**config.mk**
```make
export PLATFORM = sky130hd
export DESIGN_NAME = spi_flash_rd
export DESIGN_NICKNAME = d
export VERILOG_FILES = /design/src/rtl/spi_rd_pkg.sv /design/src/rtl/spi_rd_sync.sv /design/src/rtl/spi_rd_mem.sv /design/src/rtl/spi_rd_shift.sv /design/src/rtl/spi_flash_rd.sv
export SDC_FILE = /design/constraint.sdc
export NUM_CORES = 2
export LEC_CHECK = 0
export CAP_MARGIN = 5
export CORE_MARGIN = 2
export CORE_UTILIZATION = 60
export DETAILED_ROUTE_END_ITERATION = 8
export PLACE_DENSITY = 0.76
export SYNTH_ARGS = -nofsm -noshare
export SYNTH_HDL_FRONTEND = slang
export SYNTH_SLANG_ARGS = --single-unit
```
**constraint.sdc**
```tcl
create_clock -name clk_i -period 7 [get_ports clk_i]
set_input_delay 1.4 -clock clk_i [delete_from_list [all_inputs] [get_ports clk_i]]
set_output_delay 1.4 -clock clk_i [all_outputs]
set_load 0.005 [all_outputs]
```
**src/rtl/spi_rd_pkg.sv**
```systemverilog
package spi_rd_pkg;
  localparam int unsigned ADDR_BITS = 24;
  localparam int unsigned CNT_W     = 5;
  localparam logic [7:0]  OP_READ   = 8'h03;
  localparam logic [7:0]  OP_FAST   = 8'h0B;

  typedef enum logic [2:0] {
    PH_CMD,
    PH_ADDR,
    PH_DUMMY,
    PH_DATA,
    PH_IGN
  } phase_e;
endpackage

```
**src/rtl/spi_rd_sync.sv**
```systemverilog
module spi_rd_sync #(
  parameter int unsigned STAGES = 2
) (
  input  logic clk_i,
  input  logic rst_ni,
  input  logic sck_i,
  input  logic cs_n_i,
  input  logic si_i,
  output logic cs_o,
  output logic si_o,
  output logic rise_o,
  output logic fall_o
);
  localparam int unsigned NB = 3;
  localparam logic [NB-1:0] RST_VAL = 3'b010; // {si, cs_n, sck}

  logic [NB-1:0] pins;
  logic [NB-1:0] synced;
  logic          sck_d;

  assign pins = {si_i, cs_n_i, sck_i};

  for (genvar b = 0; b < NB; b++) begin : g_bit
    logic [STAGES-1:0] chain;
    always_ff @(posedge clk_i or negedge rst_ni) begin
      if (!rst_ni) chain <= {STAGES{RST_VAL[b]}};
      else         chain <= {chain[STAGES-2:0], pins[b]};
    end
    assign synced[b] = chain[STAGES-1];
  end

  always_ff @(posedge clk_i or negedge rst_ni) begin
    if (!rst_ni) sck_d <= 1'b0;
    else         sck_d <= synced[0];
  end

  assign cs_o   = synced[1];
  assign si_o   = synced[2];
  assign rise_o = synced[0] & ~sck_d;
  assign fall_o = ~synced[0] & sck_d;
endmodule

```
**src/rtl/spi_rd_mem.sv**
```systemverilog
module spi_rd_mem #(
  parameter int unsigned ADDR_W = 8
) (
  input  logic              clk_i,
  input  logic              we_i,
  input  logic [ADDR_W-1:0] waddr_i,
  input  logic [7:0]        wdata_i,
  input  logic [ADDR_W-1:0] raddr_i,
  output logic [7:0]        rdata_o
);
  localparam int unsigned DEPTH = 1 << ADDR_W;

  logic [7:0] mem [DEPTH];

  always_ff @(posedge clk_i) begin
    if (we_i) mem[waddr_i] <= wdata_i;
  end

  assign rdata_o = mem[raddr_i];
endmodule

```
**src/rtl/spi_rd_shift.sv**
```systemverilog
module spi_rd_shift (
  input  logic       clk_i,
  input  logic       rst_ni,
  input  logic       clr_i,
  input  logic       fall_i,
  input  logic       run_i,
  input  logic [7:0] byte_i,
  output logic       take_o,
  output logic       bit_o,
  output logic       en_o
);
  logic [2:0] idx;
  logic [6:0] sr;

  assign take_o = run_i & fall_i & (idx == 3'd0);

  always_ff @(posedge clk_i or negedge rst_ni) begin
    if (!rst_ni) begin
      idx   <= '0;
      sr    <= '0;
      bit_o <= 1'b0;
      en_o  <= 1'b0;
    end else if (clr_i) begin
      idx  <= '0;
      en_o <= 1'b0;
    end else if (run_i && fall_i) begin
      en_o <= 1'b1;
      idx  <= idx + 3'd1;
      if (idx == 3'd0) begin
        bit_o <= byte_i[7];
        sr    <= byte_i[6:0];
      end else begin
        bit_o <= sr[6];
        sr    <= {sr[5:0], 1'b0};
      end
    end
  end
endmodule

```
**src/rtl/spi_flash_rd.sv**
```systemverilog
module spi_flash_rd
  import spi_rd_pkg::*;
#(
  parameter int unsigned ADDR_W = 8,
  parameter int unsigned STAGES = 2
) (
  input  logic              clk_i,
  input  logic              rst_ni,
  input  logic              sck_i,
  input  logic              cs_n_i,
  input  logic              si_i,
  output logic              so_o,
  output logic              so_en_o,
  input  logic              pre_we_i,
  input  logic [ADDR_W-1:0] pre_addr_i,
  input  logic [7:0]        pre_data_i
);
  localparam int unsigned SR_W = ADDR_W - 1;

  logic             cs_s, si_s, sck_rise, sck_fall;
  phase_e           phase;
  logic [CNT_W-1:0] cnt;
  logic [SR_W-1:0]  in_sr;
  logic             fast;
  logic [ADDR_W-1:0] ptr;
  logic [7:0]       rd_byte;
  logic             byte_take;
  logic             oe_q;
  logic [7:0]       op_now;
  logic [ADDR_W-1:0] addr_now;

  spi_rd_sync #(.STAGES(STAGES)) u_sync (
    .clk_i  (clk_i),
    .rst_ni (rst_ni),
    .sck_i  (sck_i),
    .cs_n_i (cs_n_i),
    .si_i   (si_i),
    .cs_o   (cs_s),
    .si_o   (si_s),
    .rise_o (sck_rise),
    .fall_o (sck_fall)
  );

  spi_rd_mem #(.ADDR_W(ADDR_W)) u_mem (
    .clk_i   (clk_i),
    .we_i    (pre_we_i),
    .waddr_i (pre_addr_i),
    .wdata_i (pre_data_i),
    .raddr_i (ptr),
    .rdata_o (rd_byte)
  );

  spi_rd_shift u_shift (
    .clk_i  (clk_i),
    .rst_ni (rst_ni),
    .clr_i  (cs_s),
    .fall_i (sck_fall),
    .run_i  (phase == PH_DATA),
    .byte_i (rd_byte),
    .take_o (byte_take),
    .bit_o  (so_o),
    .en_o   (oe_q)
  );

  assign op_now   = {in_sr[6:0], si_s};
  assign addr_now = {in_sr, si_s};
  // raw pin gate: pad releases at once when CE# rises
  assign so_en_o  = oe_q & ~cs_n_i;

  always_ff @(posedge clk_i or negedge rst_ni) begin
    if (!rst_ni) begin
      phase <= PH_CMD;
      cnt   <= '0;
      in_sr <= '0;
      fast  <= 1'b0;
      ptr   <= '0;
    end else if (cs_s) begin
      phase <= PH_CMD;
      cnt   <= '0;
    end else begin
      if (byte_take) ptr <= ptr + 1'b1;
      if (sck_rise) begin
        in_sr <= addr_now[SR_W-1:0];
        cnt   <= cnt + 1'b1;
        unique case (phase)
          PH_CMD: if (cnt == CNT_W'(7)) begin
            cnt   <= '0;
            fast  <= (op_now == OP_FAST);
            phase <= (op_now == OP_READ || op_now == OP_FAST) ? PH_ADDR : PH_IGN;
          end
          PH_ADDR: if (cnt == CNT_W'(ADDR_BITS - 1)) begin
            cnt   <= '0;
            ptr   <= addr_now;
            phase <= fast ? PH_DUMMY : PH_DATA;
          end
          PH_DUMMY: if (cnt == CNT_W'(7)) begin
            cnt   <= '0;
            phase <= PH_DATA;
          end
          default: cnt <= '0;
        endcase
      end
    end
  end
endmodule

```
==> impl_metrics.toml <==
[grt]
grt_pass1_vias = 41700
overflow = 0
antenna_found_initial = 12
grt_max_degree = 173
grtUsageTotal_pct = 31.4
grt_pass1_wl_um = 309000

[worst_setup_path]
crit_chain = "buf_4 -> mux4_2 -> a221oi_1 -> o22ai_1 -> nor4_1 -> a2111oi_0 -> a211o_1"
cp.arrival_ps = 5180
end_kind = "register"
start_kind = "register"
critPathMaxFanout = 23
cp_slowest_cell = "dfrtp_4"
critPathKind = "reg2reg"
cp_slowest_stage_delay_ps = 870
required_ps = 7720

[layout]
regArea_sq_mm = 0.0626
syn2layout_area_growth_pct = 10.4
nNetsFinal = 4078
fin_cells = 6009
multi_input_area_sq_mm = 0.0179
drive_gt1_share_pct = 20.9
nFillCells = 8286

[cts]
cts_buffer_depth = 3
cts_sinks = 2091
cts_setup_buffers = 0
cts_root_buf = "clkbuf_16"
holdBufCountCts = 0
cts_resized = 0
cts_tree = "yes"
h-tree-depth = 4
numCtsBuffers = 196
clk_latency_ps = 850
clk_pin_slew_ps = 60

[placement]
placed_cells = 5635
io_buffers = 23
place_congestion = 0.930
dpl.hpwl_um = 128000

[timing]
min_period_ps = 4460
slew_viol_final = 0
finalSetupViolations = 0
fin_crit_sh_pct = 63.7
rsz0062_at_grt = "no"
max_freq_mhz = 224
fin_skew_ps = 52.7
slew_headroom_pct = 16.0
hold_viol_final = 0
max_slew.worst_pin.slew_ps = 1260
finalSetupTns_ps = 0

[synth]
syn_avg_cell_area_sq_um = 20.5
synthXorXnorAreaFrac_pct = 0.0321
synthAdderAreaFrac_pct = 0.0611
synth_simple_gate_area_share_pct = 3.14
synthFlopType = "edfxtp_1"
async_flop_share_pct = 2.06
post_synth_main_area_contributors = "edfxtp_1 75%, mux4_2 13%, mux2i_1 2.1%"
yosys_register_bits = 2091
ys_seq_area_share_pct = 76.3
synth_top_area_share_pct = 75.0
synthesis.nets = 4016
synth_edf_count = 2048
netlist_area_sq_mm = 0.0820
yosysUniqueCellTypes = 80
synth_compound_area_share_pct = 3.34
syn_inst = 3990
synthMuxAreaShare_pct = 15.2
yosysTopAreaCell = "edfxtp_1"
yosysWarnings = 0
synth_top_family_by_area = "multiplexers"

[route]
drt-met1-wl_um = 76800
drc_errors = 0
drt_iter0_markers = 6904
wl_met3_um = 32000
drt_pass1_iterations = 6
via_per_inst = 7.12
routed.top_layer = "met5"
routedWlPerCell_um = 36.2
drt_wl_total_um = 218000
route.met2.wl_um = 97600
detail-route-antenna-nets = 0
dr_total_vias = 42800

[die]
initial_core_util_pct = 60.5
die_area_sq_mm = 0.140
die_w_um = 374
die_y_um = 374
rows = 135
top_level_ports = 24
fp.coreArea_sq_mm = 0.135

[pwr]
power_density_mw_per_mm2 = 276
vdd_drop_max_mv = 0.327
p_leak_nw = 27.0
power.total_mw = 25.0

[worst_hold_path]
holdCritPathClass = "reg2reg"

[outcome]
outcome = "finished clean"

[job]
drv_cap = 0
[cell type report]
cell class,instances,share of cell area (%)
inverter,12,0.0498
antenna,13,0.0360
tap,1781,2.46
sequential,2091,69.2
multi-input combinational,1637,19.8
clock inverter,117,1.53
clock buffer,244,5.69
timing repair buffer,114,1.26
[worst paths after layout]
path | startpoint | depth (start not counted) | end | slack (ps)
hold reg to reg | u_sync.g_bit[0].chain[0]$_DFF_PN0_ | 0 | u_sync.g_bit[0].chain[1]$_DFF_PN0_ | 350
min in group asynchronous | rst_ni | 1 | u_sync.g_bit[2].chain[0]$_DFF_PN0_ | 760
max in group asynchronous | rst_ni | 1 | ptr[3]$_DFFE_PN0N_ | 5440
setup / recovery | ptr[0]$_DFFE_PN0N_ | 7 | u_shift.sr[2]$_DFFE_PN0P_ | 2540
setup reg to reg | ptr[0]$_DFFE_PN0N_ | 7 | u_shift.sr[2]$_DFFE_PN0P_ | 2540
hold / removal | u_sync.g_bit[0].chain[0]$_DFF_PN0_ | 0 | u_sync.g_bit[0].chain[1]$_DFF_PN0_ | 350
[critical path: cells and delay by family, from the launching register on]
kind,cells,cell delay (ps)
mux,1,570
buf+inv,1,440
compound gates,4,1570
simple gates,1,800
flops,1,870
[per-stage QoR]
| stage | area [sq um] | hold slack, ps | util (%) | setup slack (ps) |
|---|---|---|---|---|
| detailed placement | 83900 | 336 | 61.9 | 2230 |
| floorplan | 82000 | 331 | - | 3780 |
| CTS | 90400 | 359 | 66.7 | 2630 |
| finish | 90400 | 355 | 66.8 | 2540 |
| global route | 90400 | 367 | 66.7 | 2530 |
| global placement | 83900 | 342 | 61.9 | 2380 |
[state kept, by name, indices dropped and copies added (netlist names)]
name,flops
cnt,5
u_sync.sck_d,1
in_sr,7
u_shift.idx,3
u_sync.g_bit.chain,6
u_shift.sr,7
fast,1
ptr,8
u_shift.en_o,1
phase,3
u_shift.bit_o,1
u_mem.mem,2048
[synthesized netlist by cell type (21+ instances only)]
cell type and count:
edfxtp_1 2048, mux4_2 459, nor2_1 320, mux2i_1 175
nand2_1 100, clkbuf_1 99, a21oi_1 79, a22oi_1 65
buf_2 64, nand3_1 52, o21ai_0 43, dfrtp_1 41
o22ai_1 34, buf_4 30, buf_6 29, nor2b_1 25
a221oi_1 23, nor3_1 21
[report_power, final]
part	internal [mW]	switching, mW	leakage, nW
registers	13.8	0.0265	19.0
clock network	6.20	4.63	3.16
logic	0.0483	0.307	4.88
total	20.0	4.96	27.0
[cells by family (layout without fill, tap and decap cells)]
logic type,after synthesis,after routing
other,0,13
and+or+nand+nor,590,590
DFF,2091,2091
xor gates and xnor gates,3,3
muxes,653,653
buffers and inverters,262,487
AOI/OAI and AO/OA,387,387
adders and majority gates,4,4
[cells in the final DEF, fill, tap and decap left out, types with 23 or more instances in the layout]
cell,instances
edfxtp_1,2048
mux4_2,459
nor2_1,319
clkbuf_16,199
mux2i_1,175
nand2_1,99
a21oi_1,79
buf_4,75
a22oi_1,65
nand3_1,49
clkbuf_1,45
o21ai_0,43
clkinv_1,40
o22ai_1,34
dfrtp_1,34
clkinv_2,27
bufinv_16,26
a221oi_1,23
[metal layers]
layer	global-route usage, %	vias up
met5	0	-
met4	14.5	16
met3	10.7	576
met2	45.5	3453
met1	43.8	22000
li1	-	16700
Note: power is estimated with default switching activity, not from simulation.
